$ cat config.mk
export PLATFORM = sky130hd
export DESIGN_NAME = busglue_top
export DESIGN_NICKNAME = d
export VERILOG_FILES = /design/src/rtl/busglue_pkg.sv /design/src/rtl/busglue_decode.sv /design/src/rtl/busglue_fsm.sv /design/src/rtl/busglue_irq_xbar.sv /design/src/rtl/busglue_top.sv
export SDC_FILE = /design/constraint.sdc
export NUM_CORES = 1
export LEC_CHECK = 0
export ABC_AREA = 1
export BUFFER_PORTS_ARGS = -buffer_cell sky130_fd_sc_hd__buf_2
export CAP_MARGIN = 5
export CORE_MARGIN = 3
export CORE_UTILIZATION = 43
export CTS_CLUSTER_DIAMETER = 30
export DETAILED_ROUTE_END_ITERATION = 7
export PLACE_DENSITY = 0.81
export SYNTH_ARGS = -nofsm -noshare
export SYNTH_HDL_FRONTEND = slang
export SYNTH_SLANG_ARGS = --single-unit
export TNS_END_PERCENT = 100
$ cat constraint.sdc
create_clock -name clk -period 0.95 [get_ports clk]
set_input_delay 0.19 -clock clk [delete_from_list [all_inputs] [get_ports clk]]
set_output_delay 0.19 -clock clk [all_outputs]
set_load 0.02 [all_outputs]
$ cat src/rtl/busglue_pkg.sv
package busglue_pkg;

    // width of the decoded region field and its position on the address bus
    localparam int unsigned REGION_W  = 5;
    localparam int unsigned REGION_LO = 3;

    localparam logic [REGION_W-1:0] RG_FLASH  = 5'd0;
    localparam logic [REGION_W-1:0] RG_LCD    = 5'd1;
    localparam logic [REGION_W-1:0] RG_OUTLAT = 5'd2;
    localparam logic [REGION_W-1:0] RG_INPORT = 5'd3;
    localparam logic [REGION_W-1:0] RG_ROUTE  = 5'd4;

    typedef struct packed {
        logic flash;
        logic lcd;
        logic outlat;
        logic inport;
        logic route;
    } sel_t;

    typedef enum logic {
        ST_IDLE,
        ST_HOLD
    } bus_state_e;

endpackage

$ cat src/rtl/busglue_decode.sv
module busglue_decode
    import busglue_pkg::*;
#(
    parameter int unsigned ADDR_W  = 16,
    parameter int unsigned SPACE_B = 15
) (
    input  logic [ADDR_W-1:0] addr,
    input  logic              io_strobe_n,
    output sel_t              sel
);
    localparam int unsigned REGION_HI = REGION_LO + REGION_W - 1;

    logic                hit;
    logic [REGION_W-1:0] region;

    assign hit    = ~io_strobe_n & addr[SPACE_B];
    assign region = addr[REGION_HI:REGION_LO];

    always_comb begin
        sel        = '0;
        sel.flash  = hit && (region == RG_FLASH);
        sel.lcd    = hit && (region == RG_LCD);
        sel.outlat = hit && (region == RG_OUTLAT);
        sel.inport = hit && (region == RG_INPORT);
        sel.route  = hit && (region == RG_ROUTE);
    end

    // bits left to the peripherals themselves
    logic unused_addr_bits;
    assign unused_addr_bits = ^{addr[SPACE_B-1:REGION_HI+1], addr[REGION_LO-1:0]};

endmodule

$ cat src/rtl/busglue_fsm.sv
module busglue_fsm
    import busglue_pkg::*;
#(
    parameter int unsigned OUT_W   = 8,
    parameter int unsigned ROUTE_W = 12,
    parameter logic [ROUTE_W-1:0] ROUTE_RST = '0
) (
    input  logic               clk,
    input  logic               rst_n,
    input  sel_t               sel,
    input  logic               rw,
    input  logic [ROUTE_W-1:0] wdata,
    output logic [OUT_W-1:0]   out_q,
    output logic [ROUTE_W-1:0] route_q
);
    bus_state_e state_q, state_d;
    logic       any_sel;
    logic       latch_we;
    logic       route_we;

    assign any_sel = |sel;

    // state register
    always_ff @(posedge clk or negedge rst_n) begin
        if (!rst_n) state_q <= ST_IDLE;
        else        state_q <= state_d;
    end

    // transitions and write enables
    always_comb begin
        state_d  = state_q;
        latch_we = 1'b0;
        route_we = 1'b0;
        unique case (state_q)
            ST_IDLE: begin
                if (any_sel) begin
                    state_d  = ST_HOLD;
                    latch_we = sel.outlat & ~rw;
                    route_we = sel.route  & ~rw;
                end
            end
            ST_HOLD: begin
                if (!any_sel) state_d = ST_IDLE;
            end
        endcase
    end

    always_ff @(posedge clk or negedge rst_n) begin
        if (!rst_n) begin
            out_q   <= '0;
            route_q <= ROUTE_RST;
        end else begin
            if (latch_we) out_q   <= wdata[OUT_W-1:0];
            if (route_we) route_q <= wdata;
        end
    end

    // first edge of a latch write captures the bus
    a_r3_latch_capture: assert property (@(posedge clk) disable iff (!rst_n)
        (state_q == ST_IDLE && sel.outlat && !rw) |=> (out_q == $past(wdata[OUT_W-1:0])));

    // first edge of a routing write captures the bus
    a_r7_route_capture: assert property (@(posedge clk) disable iff (!rst_n)
        (state_q == ST_IDLE && sel.route && !rw) |=> (route_q == $past(wdata)));

    // nothing is written while an access is held
    a_r4_hold_no_write: assert property (@(posedge clk) disable iff (!rst_n)
        (state_q == ST_HOLD) |=> ($stable(out_q) && $stable(route_q)));

    // with no select the registers keep their value
    a_r10_idle_no_write: assert property (@(posedge clk) disable iff (!rst_n)
        (!any_sel) |=> ($stable(out_q) && $stable(route_q) && state_q == ST_IDLE));

endmodule

$ cat src/rtl/busglue_irq_xbar.sv
module busglue_irq_xbar #(
    parameter int unsigned NSRC  = 8,
    parameter int unsigned NDST  = 4,
    parameter int unsigned SEL_W = $clog2(NSRC)
) (
    input  logic                  clk,
    input  logic                  rst_n,
    input  logic [NSRC-1:0]       src_n,
    input  logic [NDST*SEL_W-1:0] route,
    output logic [NDST-1:0]       dst_n
);
    logic [NSRC-1:0] sync1_q;
    logic [NSRC-1:0] sync2_q;

    // two-stage resynchroniser, idle level high
    always_ff @(posedge clk or negedge rst_n) begin
        if (!rst_n) begin
            sync1_q <= '1;
            sync2_q <= '1;
        end else begin
            sync1_q <= src_n;
            sync2_q <= sync1_q;
        end
    end

    for (genvar k = 0; k < NDST; k++) begin : g_dst
        logic [SEL_W-1:0] pick;
        assign pick     = route[k*SEL_W +: SEL_W];
        assign dst_n[k] = sync2_q[pick];

        // the output is the selected source from the first stage, one edge later
        a_r8_route_delay: assert property (@(posedge clk) disable iff (!rst_n)
            $stable(pick) |-> (dst_n[k] == $past(sync1_q[pick])));
    end

endmodule

$ cat src/rtl/busglue_top.sv
module busglue_top
    import busglue_pkg::*;
#(
    parameter int unsigned ADDR_W = 16,
    parameter int unsigned DW     = 16,
    parameter int unsigned OUT_W  = 8,
    parameter int unsigned IN_W   = 8,
    parameter int unsigned NSRC   = 8,
    parameter int unsigned NDST   = 4
) (
    input  logic              clk,
    input  logic              rst_n,
    input  logic [ADDR_W-1:0] addr,
    input  logic              io_strobe_n,
    input  logic              rw,
    input  logic [DW-1:0]     dbus_i,
    output logic [IN_W-1:0]   dbus_o,
    output logic              dbus_oe,
    input  logic [IN_W-1:0]   in_port,
    output logic [OUT_W-1:0]  out_port,
    input  logic [NSRC-1:0]   ext_irq_n,
    output logic [NDST-1:0]   dsp_int_n,
    output logic              cs_flash_n,
    output logic              cs_lcd_n,
    output logic              flash_rd_n,
    output logic              flash_wr_n
);
    localparam int unsigned SEL_W   = $clog2(NSRC);
    localparam int unsigned ROUTE_W = NDST * SEL_W;

    function automatic logic [ROUTE_W-1:0] route_default();
        logic [ROUTE_W-1:0] r;
        r = '0;
        for (int k = 0; k < NDST; k++) r[k*SEL_W +: SEL_W] = SEL_W'(k);
        return r;
    endfunction

    localparam logic [ROUTE_W-1:0] ROUTE_RST = route_default();

    sel_t               sel;
    logic [ROUTE_W-1:0] route_q;

    busglue_decode #(
        .ADDR_W (ADDR_W),
        .SPACE_B(ADDR_W - 1)
    ) u_decode (
        .addr       (addr),
        .io_strobe_n(io_strobe_n),
        .sel        (sel)
    );

    busglue_fsm #(
        .OUT_W    (OUT_W),
        .ROUTE_W  (ROUTE_W),
        .ROUTE_RST(ROUTE_RST)
    ) u_fsm (
        .clk    (clk),
        .rst_n  (rst_n),
        .sel    (sel),
        .rw     (rw),
        .wdata  (dbus_i[ROUTE_W-1:0]),
        .out_q  (out_port),
        .route_q(route_q)
    );

    busglue_irq_xbar #(
        .NSRC (NSRC),
        .NDST (NDST),
        .SEL_W(SEL_W)
    ) u_xbar (
        .clk  (clk),
        .rst_n(rst_n),
        .src_n(ext_irq_n),
        .route(route_q),
        .dst_n(dsp_int_n)
    );

    logic unused_dbus_hi;
    assign unused_dbus_hi = ^dbus_i[DW-1:ROUTE_W];

    assign cs_flash_n = ~sel.flash;
    assign cs_lcd_n   = ~sel.lcd;
    assign flash_rd_n = ~(sel.flash &  rw);
    assign flash_wr_n = ~(sel.flash & ~rw);
    assign dbus_oe    = sel.inport & rw;
    assign dbus_o     = dbus_oe ? in_port : '0;

    // at most one of the port-level selects and the read enable at a time
    a_r1_one_select: assert property (@(posedge clk) disable iff (!rst_n)
        $onehot0({~cs_flash_n, ~cs_lcd_n, dbus_oe}));

    // the pad is driven only during a strobed read
    a_r6_oe_only_on_read: assert property (@(posedge clk) disable iff (!rst_n)
        dbus_oe |-> (rw && !io_strobe_n && addr[ADDR_W-1]));

    // flash strobes never both active and only with the select
    a_r2_strobe_with_cs: assert property (@(posedge clk) disable iff (!rst_n)
        (!flash_rd_n || !flash_wr_n) |-> (!cs_flash_n && (flash_rd_n != flash_wr_n)));

endmodule

# ---- Yosys cells after proc, flatten, opt, wreduce, memory -nomap -nowiden
# Index checks and enable logic that the tools add are counted.
dict set report totals {
  in_bits 52
  output_inout_bits 25
  regBits 37
  word_cells 46
}
dict set report op_classes {
  bitwise 12
  n_mux 14
  magnitude_cmp 4
  reduce_logical 7
  eq_ne 4
}
# operator count
set ops {}
lappend ops {{$lt A3 B4 Y1 const B} 4}
lappend ops {{$bmux W1 S3} 4}
lappend ops {{$eq A5 B2 Y1 const B} 2}
lappend ops {{$mux W1} 9}
lappend ops {{$mux W8} 1}
lappend ops {{$and A1 B1 Y1} 6}
lappend ops {{$not A1 Y1} 6}
lappend ops {{$eq A5 B1 Y1 const B} 1}
lappend ops {{$eq A5 B3 Y1 const B} 1}
lappend ops {{$logic_and A1 B1 Y1} 5}
lappend ops {{$logic_not A5 Y1} 1}
lappend ops {{$reduce_or A5 Y1} 1}

# ---- Longest topological paths before layout
dict set report logic_depth {
  word_depth 6
  depth_mapped 8
  ltp_nobuf 7
}

# ---- Modules after synthesis
# A second synthesis with hierarchy kept.
dict set report unflattened {
  cells_unflattened 238
  area_unflattened_um2 1809.2
}
# module cells_per_inst n_inst seq_area_each_um2 area_each_um2
set by_module_without_submodules {}
lappend by_module_without_submodules {busglue_fsm 92 1 530.5 868.3}
lappend by_module_without_submodules {busglue_irq_xbar 104 1 420.4 770.7}
lappend by_module_without_submodules {busglue_top 23 1 0.0 88.8}
lappend by_module_without_submodules {busglue_decode 19 1 0.0 81.3}

# ---- Least setup slack after synthesis
# Ideal clock, no wire load.
dict set report synth_timing {
  path_kind {reg-to-output}
  startpoint {register u_fsm.route_q[3]}
  endpoint {output dsp_int_n[1]}
  path_slack_ps -222
  stages_incl_launch_ff 7
  arrival_time_ps 982
  n_path_buf 0
  required_time_ps 760
  cell_sequence {dfstp_2 -> inv_1 -> nand2_1 -> nand3_1 -> nand2_1 -> nand2_1 -> nand2_1}
}
dict set report synth_between {
  elab_chain_cells 2
}
# element line_no
set synth_rtl {}
lappend synth_rtl {{start: declaration} busglue_fsm.sv:14} ;# output logic [ROUTE_W-1:0] route_q
lappend synth_rtl {{start signal: assignment} busglue_fsm.sv:54} ;# if (route_we) route_q <= wdata;
lappend synth_rtl {{$bmux W1 S3} busglue_irq_xbar.sv:29} ;# assign dst_n[k] = sync2_q[pick];
lappend synth_rtl {{$mux W1 (implied by the code)} busglue_irq_xbar.sv:29}
lappend synth_rtl {{end: declaration} busglue_top.sv:22} ;# output logic [NDST-1:0] dsp_int_n,
# Every way passes these cells. The select of a mux whose other input is x is not followed.

# ---- Worst setup path in the final report
# Same ends and word-level chain as after synthesis.

==> flow_summary.ini <==
[synthesis]
synth_edf_count = 0
syn-cell-area_um2 = 1890
yosysSeqAreaShare = 0.503
syn_avg_cell_area_um2 = 7.69
yosysWarnings = 0
synth_top_area_frac = 0.278
syn_nets = 298
synthTopCellsByArea = dfstp_2 28%, dfrtp_1 23%, nand2_1 22%
ys_ff_latch = 37
async_flop_share = 1.00
synthFlopType = dfstp_2
synth_top_area_cell = dfstp_2
synth_cell_type_count = 17
syn_inst = 246

[outcome]
status = finished with violations
violations = setup timing

[critical_path]
crit_fanout = 6
worstSetupStartpoint = u_fsm.route_q[3]
end_kind = output port
regToRegSetupSlack_ns = -0.18
r2r-end = u_fsm.route_q[2]
cp-start-kind = flop
crit_required_ns = 0.76
worstPathArrival_ns = 1.44
ff2ff_path_depth = 8
r2r-start = u_fsm.state_q
critPathKind = reg -> out

[sta]
holdWs_ns = 0.0947
finalSetupViolations = 45
slew_headroom = 0.809
finalHoldViolCount = 0
fmax_ghz = 0.614
slew_viol_final = 0
skew_ns = 0.00943
rsz0062_at_grt = yes
min_period_ns = 1.63
setup_ws_ns = -0.677
finalCritPeriodShare = 1.71
tightest_slew_ns = 0.287

[floorplanning]
die-width_um = 72.3
io_pins = 77
die-height_um = 72.3
dieArea_um2 = 5230
initial_core_util = 0.459
core_area_um2 = 4120
fp-row-count = 23

[flow_run]
maxCapViolCount = 0

[min_path]
min_path_type = in -> reg
holdPathStages = 3
min_from = dbus_i[10]
holdPathEnd = u_fsm.route_q[10]

[cells_and_area]
nNetsFinal = 405
final_cell_mix = 66 x nand2_1, 34 x nand2_2, 33 x buf_2
fillers = 247
final_common_cell = nand2_1
seq_area_um2 = 952
multi_input_area_um2 = 1110
drive_gt1_frac = 0.630
syn_to_final_growth_pct = 73.3
antennaDiodeCount = 0

[place]
pre_cts_ws_ns = -0.410
gp_congestion = 0.838
hpwl_mm = 3.18
portBuffers = 62

[power]
p_leak_nw = 1.67
swShare = 0.300
combPwrFrac = 0.243
ir_worst_vdd_v = 0.000653
power_frac_seq = 0.462
intPower_mw = 2.75
p_sw_mw = 1.18
p_clk_frac = 0.295
power.density_nw_per_um2 = 1200

[grt]
use_met1 = 0.256
grt_max_degree = 38
antenna_found_initial = 0
grt_use_met2 = 0.364
track_usage = 0.220
first_global_vias = 2033
grt_busiest_layer = met2
grt-ovfl-total = 0
grt_pass1_wl_mm = 8.90
met3_usage = 0.0748

[routing]
vias_per_cell = 5.02
drt_iter0_drc = 144
wl_per_cell_um = 15.0
ant_nets = 0
vias = 2028
drt-total-wl_mm = 6.04
firstDrtPassIters = 4
drc_errors = 0

[cts]
cts_tree = done
htree_levels = 2
cts_root_buf = clkbuf_8
path_clk_slew_ns = 0.08
cts_buffer_depth = 2
cts_buffers = 5
clk_latency_ns = 0.30
clock_sink_count = 37
-- sequential cells by signal (all words and copies together) (netlist names) --
register / cells
u_xbar.sync1_q: 8
u_xbar.sync2_q: 8
u_fsm.out_q: 8
u_fsm.state_q: 1
u_fsm.route_q: 12
-- final cells by class --
| type | count | share of cell area |
|---|---|---|
| clock inverter | 1 | 0.00229 |
| multi-input combinational | 169 | 0.338 |
| clock buffer | 7 | 0.0264 |
| timing repair buffer | 100 | 0.264 |
| sequential | 37 | 0.291 |
| tap | 50 | 0.0191 |
| inverter | 40 | 0.0596 |
-- power groups by stage --
stage	sequential [mW]	clock, mW	combinational (mW)
5_1_grt	1.82	1.23	1.03
6_report	1.81	1.16	0.952
3_3_place_gp	1.81	0	0.628
4_1_cts	1.80	1.16	0.815
3_5_place_dp	1.82	0	0.639
2_1_floorplan	1.83	0	0.329
-- synth_stat cells (2+ instances only) --
cell     count
nand2_4      2
buf_6        2
nand3_1     29
nor2_4       3
nand3_2      2
nor2_2      10
nand2_1    110
inv_2        3
dfrtp_1     17
inv_1       35
dfstp_2     20
nor2_1       8
-- cell families (layout without fill, tap and decap cells) --
family	count (synthesis)	after routing	share of synthesized area
DFF	37	37	0.503
buffers and inverters	42	148	0.0940
and+or+nand+nor	166	168	0.399
AOI/OAI and AO/OA	1	1	0.00397
-- worst max path at each step --
stage | cells past startpoint | end
5_1_grt | 7 | dsp_int_n[1]
6_report | 7 | dsp_int_n[1]
2_1_floorplan | 6 | dsp_int_n[1]
3_3_place_gp | 7 | dbus_o[0]
4_1_cts | 7 | dsp_int_n[1]
3_5_place_dp | 7 | dbus_o[0]
-- per-stage QoR --
step | util | power, mW | setup TNS [ns] | cells | instance area (um2)
5_1_grt | 0.796 | 4.09 | -10.88 | 404 | 3280
3_3_place_gp | 0.591 | 2.44 | -10.22 | 370 | 2430
3_5_place_dp | 0.591 | 2.46 | -11.04 | 370 | 2430
4_1_cts | 0.733 | 3.77 | -7.64 | 397 | 3020
6_report | 0.796 | 3.92 | -8.59 | 404 | 3280
2_1_floorplan | - | 2.16 | -1.92 | 246 | 1950
-- critical path: stages, from the launching register on --
cell     delay [ns]
dfstp_2        0.61
inv_4          0.07
nand2_1        0.08
nand3_2        0.08
nand2_2        0.07
nand2_2        0.05
nand2_2        0.07
buf_6          0.11
-- repair_timing --
item	CTS	global route
resized for setup	91	63
setup buffers	8	7
hold buffers	8	1
gates cloned	3	0
pin swaps	32	25
setup endpoints to repair	45	45
hold endpoints to repair	24	1
-- layer usage --
metal  vias to the layer above  routed length [um]  part of all wire
met1                       953                2160              0.36
li1                        956                   -                 -
met3                        21                 537             0.089
met2                        98                3150              0.52
met4                         0                 188             0.031
met5                         -                   0                 0
Power figures use the tool's default switching activity.
